===== src/rtl/unscr_pkg.sv =====
package unscr_pkg;

  typedef enum logic {
    PH_FILL  = 1'b0,
    PH_DRAIN = 1'b1
  } unscr_phase_e;

  // Source location read for output slot k. The passes are undone from the
  // widest group back to the narrowest.
  function automatic int unsigned unscr_src(int unsigned n, int unsigned d,
                                            int unsigned k);
    int unsigned idx;
    int unsigned s;
    int unsigned r;
    int unsigned q;
    idx = k;
    s = n / 2;
    while (s >= d && s > 0) begin
      r = idx % (2 * s);
      if (r != 0 && r != 2 * s - 1) begin
        q = r - 1;
        if (q % 2 == 0) idx = (idx - r) + s + q / 2;
        else            idx = (idx - r) + 1 + q / 2;
      end
      s = s / 2;
    end
    return idx;
  endfunction

endpackage


===== src/rtl/unscr_index_rom.sv =====
module unscr_index_rom #(
  parameter int unsigned N_PTS = 32,
  parameter int unsigned GRP   = 4,
  localparam int unsigned AW   = $clog2(N_PTS)
) (
  input  logic [AW-1:0] slot,
  output logic [AW-1:0] loc
);
  import unscr_pkg::*;

  logic [AW-1:0] tbl [N_PTS];

  for (genvar g = 0; g < N_PTS; g++) begin : g_entry
    localparam int unsigned ENTRY = unscr_src(N_PTS, GRP, g);
    assign tbl[g] = ENTRY[AW-1:0];
  end

  assign loc = tbl[slot];
endmodule


===== src/rtl/unscr_store.sv =====
module unscr_store #(
  parameter int unsigned DEPTH = 32,
  parameter int unsigned W     = 32,
  localparam int unsigned AW   = $clog2(DEPTH)
) (
  input  logic          clk,
  input  logic          we,
  input  logic [AW-1:0] waddr,
  input  logic [W-1:0]  wdata,
  input  logic [AW-1:0] raddr,
  output logic [W-1:0]  rdata
);
  logic [W-1:0] mem [DEPTH];

  always_ff @(posedge clk) begin
    if (we) mem[waddr] <= wdata;
  end

  assign rdata = mem[raddr];
endmodule


===== src/rtl/unscr_seq.sv =====
module unscr_seq #(
  parameter int unsigned N_PTS = 32,
  localparam int unsigned AW   = $clog2(N_PTS)
) (
  input  logic          clk,
  input  logic          rst_n,
  input  logic          in_valid,
  input  logic          out_ready,
  output logic          in_ready,
  output logic          out_valid,
  output logic          wr_en,
  output logic [AW-1:0] wr_addr,
  output logic [AW-1:0] rd_slot
);
  import unscr_pkg::*;

  localparam logic [AW-1:0] LAST = AW'(N_PTS - 1);

  unscr_phase_e  phase;
  logic [AW-1:0] wr_ptr;
  logic [AW-1:0] rd_ptr;
  logic          take_out;

  assign in_ready  = (phase == PH_FILL);
  assign out_valid = (phase == PH_DRAIN);
  assign wr_en     = in_ready && in_valid;
  assign take_out  = out_valid && out_ready;
  assign wr_addr   = wr_ptr;
  assign rd_slot   = rd_ptr;

  always_ff @(posedge clk or negedge rst_n) begin
    if (!rst_n) begin
      phase  <= PH_FILL;
      wr_ptr <= '0;
      rd_ptr <= '0;
    end else if (wr_en) begin
      if (wr_ptr == LAST) begin
        phase  <= PH_DRAIN;
        wr_ptr <= '0;
        rd_ptr <= '0;
      end else begin
        wr_ptr <= wr_ptr + 1'b1;
      end
    end else if (take_out) begin
      if (rd_ptr == LAST) begin
        phase  <= PH_FILL;
        rd_ptr <= '0;
      end else begin
        rd_ptr <= rd_ptr + 1'b1;
      end
    end
  end
endmodule


===== src/rtl/unscr_top.sv =====
module unscr_top #(
  parameter int unsigned N_PTS = 32,
  parameter int unsigned GRP   = 4,
  parameter int unsigned IN_W  = 24,
  parameter int unsigned OUT_W = 16
) (
  input  logic             clk,
  input  logic             rst_n,
  input  logic             in_valid,
  output logic             in_ready,
  input  logic [IN_W-1:0]  in_re,
  input  logic [IN_W-1:0]  in_im,
  output logic             out_valid,
  input  logic             out_ready,
  output logic [OUT_W-1:0] out_re,
  output logic [OUT_W-1:0] out_im
);
  localparam int unsigned AW = $clog2(N_PTS);
  localparam int unsigned WW = 2 * OUT_W;

  logic             wr_en;
  logic [AW-1:0]    wr_addr;
  logic [AW-1:0]    rd_slot;
  logic [AW-1:0]    rd_loc;
  logic [OUT_W-1:0] cut_re;
  logic [OUT_W-1:0] cut_im;
  logic [WW-1:0]    rd_word;

  // Width change on entry, so that the buffer holds only what is sent.
  if (OUT_W <= IN_W) begin : g_cut
    assign cut_re = in_re[OUT_W-1:0];
    assign cut_im = in_im[OUT_W-1:0];
    if (OUT_W < IN_W) begin : g_drop
      logic unused_hi;
      assign unused_hi = ^{in_re[IN_W-1:OUT_W], in_im[IN_W-1:OUT_W]};
    end
  end else begin : g_ext
    assign cut_re = {{(OUT_W-IN_W){in_re[IN_W-1]}}, in_re};
    assign cut_im = {{(OUT_W-IN_W){in_im[IN_W-1]}}, in_im};
  end

  unscr_seq #(.N_PTS(N_PTS)) u_seq (
    .clk      (clk),
    .rst_n    (rst_n),
    .in_valid (in_valid),
    .out_ready(out_ready),
    .in_ready (in_ready),
    .out_valid(out_valid),
    .wr_en    (wr_en),
    .wr_addr  (wr_addr),
    .rd_slot  (rd_slot)
  );

  unscr_index_rom #(.N_PTS(N_PTS), .GRP(GRP)) u_rom (
    .slot(rd_slot),
    .loc (rd_loc)
  );

  unscr_store #(.DEPTH(N_PTS), .W(WW)) u_store (
    .clk  (clk),
    .we   (wr_en),
    .waddr(wr_addr),
    .wdata({cut_re, cut_im}),
    .raddr(rd_loc),
    .rdata(rd_word)
  );

  assign out_re = rd_word[WW-1:OUT_W];
  assign out_im = rd_word[OUT_W-1:0];
endmodule


===== config.mk =====
export PLATFORM = sky130hd
export DESIGN_NAME = unscr_top
export DESIGN_NICKNAME = d
export VERILOG_FILES = /design/src/rtl/unscr_pkg.sv /design/src/rtl/unscr_index_rom.sv /design/src/rtl/unscr_store.sv /design/src/rtl/unscr_seq.sv /design/src/rtl/unscr_top.sv
export SDC_FILE = /design/constraint.sdc
export NUM_CORES = 1
export LEC_CHECK = 0
export BUFFER_PORTS_ARGS = -buffer_cell sky130_fd_sc_hd__buf_2
export CAP_MARGIN = 10
export CORE_MARGIN = 4
export CORE_UTILIZATION = 40
export CTS_BUF_LIST = sky130_fd_sc_hd__clkbuf_8
export DETAILED_ROUTE_END_ITERATION = 6
export PLACE_DENSITY = 0.66
export SYNTH_ARGS = -nofsm -noshare
export SYNTH_HDL_FRONTEND = slang
export SYNTH_SLANG_ARGS = --single-unit

===== constraint.sdc =====
create_clock -name clk -period 6.39 [get_ports clk]
set_input_delay 0.9585 -clock clk [delete_from_list [all_inputs] [get_ports clk]]
set_output_delay 0.9585 -clock clk [all_outputs]
set_load 0.02 [all_outputs]

==> reports/metrics.cfg <==
[place]
dp_hpwl_um = 52600
numPortBuffers = 69
placed_cells = 3088
place_congestion = 0.766
placed_area_um2 = 41500

[sta]
clock.fmax_ghz = 0.196
min_period_ps = 5110
tns_ps = 0
rsz0062_at_grt = no
setup_viol = 0
max_slew_margin = 0.174
fin_crit_sh = 0.799
worst_pin_slew_ps = 1240
slew_viol_final = 0
hold_violations = 0
fin_skew_ps = 23.7

[logic_synthesis]
ys_ff_latch = 1035
ys.flop_type = edfxtp_1
yosys.area.top_type_share = 0.779
synth-seq-area-share = 0.786
synth-edff-count = 1024
syn_inst = 1792
synth-async-reset-ratio = 0.0106
yosys.cell_types.count = 39
synthTopCellsByArea = edfxtp_1 (78%), mux4_2 (11%), mux2i_1 (3.3%)
avgSynthCellArea_um2 = 22.0
syn_area_um2 = 39400
yosysTopAreaCell = edfxtp_1
yosys_warnings = 0
syn_nets = 1851

[route]
drc = 0
wl_um = 95800
vias_per_cell = 5.70
num_vias = 19300
ant_nets = 0
first_pass_iters = 5
drtIter0Drc = 1968
wl_per_cell_um = 28.3

[setup_path]
worstPathArrival_ps = 4150
worstPathRequired_ps = 5430
rr_endpoint = u_store.mem[15][1]$_DFFE_PP_
cp-startpoint = u_seq.rd_slot[4]$_DFFE_PN0P_
crit_type = flop to primary output
cp_max_fo = 36
cp-start-kind = flop
end_kind = primary output
r2r_setup_slack_ps = 2720
timing.rr.start = u_seq.out_valid$_DFFE_PN0P_
rr_worst_depth = 4

[global_route]
antenna_found_initial = 13
grt_pass1_vias = 20100
grt_remaining_overflow = 0
grt_first_pass_wirelength_um = 139000
groute.usage.overall = 0.186
grt_max_degree = 60

[worst_hold_path]
hold_depth = 3
holdPathEnd = u_seq.rd_slot[4]$_DFFE_PN0P_
hold_class = primary input to flop
worstHoldStart = out_ready

[finish]
areaGrowthSynthToFinish_pct = 12.7
stdcell_count = 3383
layout.nets = 2037
postLayoutCellArea_um2 = 44400
drive_above_1_share = 0.260

[floorplanning]
core_um2 = 97300
start_util = 0.406
die-width_um = 322
io-pin-count = 86
rows = 114
fp.dieH_um = 322
dieArea_um2 = 104000

[power_and_ir_drop]
power.density_nw_per_um2 = 394
pwr-share-seq = 0.465
clockPowerShare = 0.289
p_comb_frac = 0.247
internal_power_mw = 12.1
max-vdd-ir-drop_mv = 0.296
p_sw_mw = 5.38
leakage_nw = 14.5
switching_share = 0.307

[clock_tree]
clock_sinks = 1035
clkLatencyLatePin_ps = 790
htreeDepth = 4
numCtsBuffers = 163
path_clk_slew_ps = 50
cts-hold-fix-buffers = 1
cts_tree = done
clock-root-buffer = clkbuf_8
post_cts_buffers = 0
clk_path_buf_depth = 3
cts_resized = 0

[outcome]
status = complete, no violations

[run]
maxCapViolCount = 0

-- layout make-up --
cell class | count | area [um^2]
Antenna cell | 6 | 15.0
Inverter | 3 | 11.3
Fill cell | 8088 | 52800
Clock buffer | 165 | 2270
Sequential cell | 1035 | 31000
Clock inverter | 123 | 641
Multi-Input combinational cell | 650 | 8040
Tap cell | 1276 | 1600
Timing Repair Buffer | 125 | 831
-- how the worst max path moves through the flow --
stage / endpoint / slack (ps) / cells past startpoint
5_1_grt: out_re[13] / 1060 / 5
6_report: out_re[2] / 1280 / 5
3_5_place_dp: out_re[13] / 2040 / 5
2_1_floorplan: u_store.mem[31][0]$_DFFE_PP_ / 2980 / 4
3_3_place_gp: out_re[8] / 2040 / 5
4_1_cts: out_re[13] / 1140 / 5
-- power by group through the flow --
stage | Clock, mW | Sequential, mW | Combinational, mW
6_report | 5.05 | 8.13 | 4.32
2_1_floorplan | 0 | 8.01 | 3.18
5_1_grt | 5.49 | 8.16 | 4.63
3_5_place_dp | 0 | 8.27 | 4.40
3_3_place_gp | 0 | 8.25 | 4.35
4_1_cts | 5.15 | 8.13 | 4.42
-- kinds of logic after synthesis --
group	after synthesis	share of synthesized area
fa+ha+maj	7	0.00222
flops	1035	0.786
buf+inv	107	0.0165
simple gates	87	0.0106
compound gates	235	0.0422
mux	321	0.142
-- synth_stat cells (2+ instances only) --
library cell,n
dfrtp_1,11
a21oi_1,34
nand2b_1,2
mux4_2,191
nor2_1,35
buf_1,4
inv_1,3
ha_1,7
o21ai_1,3
buf_6,23
a22oi_1,95
nor3_1,2
nand3_1,8
nor2b_1,4
nand3b_1,5
buf_8,2
buf_4,5
or3b_2,2
o21ai_0,4
or3_1,2
buf_2,28
nor4_1,2
edfxtp_1,1024
o221ai_1,32
clkbuf_1,41
mux2i_1,130
o31ai_1,2
o22ai_1,31
a211oi_1,31
nor3b_1,2
and3_1,2
nand2_1,18
-- routing by layer --
metal	vias to the layer above	part of all wire	track usage
met5	-	0.00048	0
met4	8	0.030	0.0702
met3	178	0.080	0.0427
met2	877	0.50	0.309
met1	10200	0.39	0.241
li1	8055	-	-
-- state kept, by name (all words and copies together), names as in the netlist --
| register | flops |
|---|---|
| u_seq.rd_slot | 5 |
| u_store.mem | 1024 |
| u_seq.out_valid | 1 |
| u_seq.wr_addr | 5 |
-- placed cells by master, fill, tap and decap left out, types with 8 or more instances in the layout --
cell type,n
a211oi_1,31
a21oi_1,34
a22oi_1,95
buf_2,69
buf_4,50
clkbuf_8,165
clkinv_1,37
clkinv_2,10
edfxtp_1,1024
inv_1,64
mux2i_1,130
mux4_2,191
nand2_1,18
nand3_1,8
nor2_4,33
o221ai_1,32
o22ai_1,31
-- per-stage QoR --
stage,worst slack [ps],total power [mW],hold WS [ps],util
global placement,2040,12.6,608,0.427
global route,1060,18.3,453,0.457
detailed placement,2040,12.7,641,0.427
finish,1280,17.5,439,0.457
CTS,1140,17.7,378,0.457
floorplan,2980,11.2,558,-
-- critical path, cell delays in order, from the launching register on --
cell	delay, ps
dfrtp_4	920
nor2b_4	1120
buf_4	430
a22oi_1	140
a22oi_1	450
buf_2	260
Power figures use the tool's default switching activity.
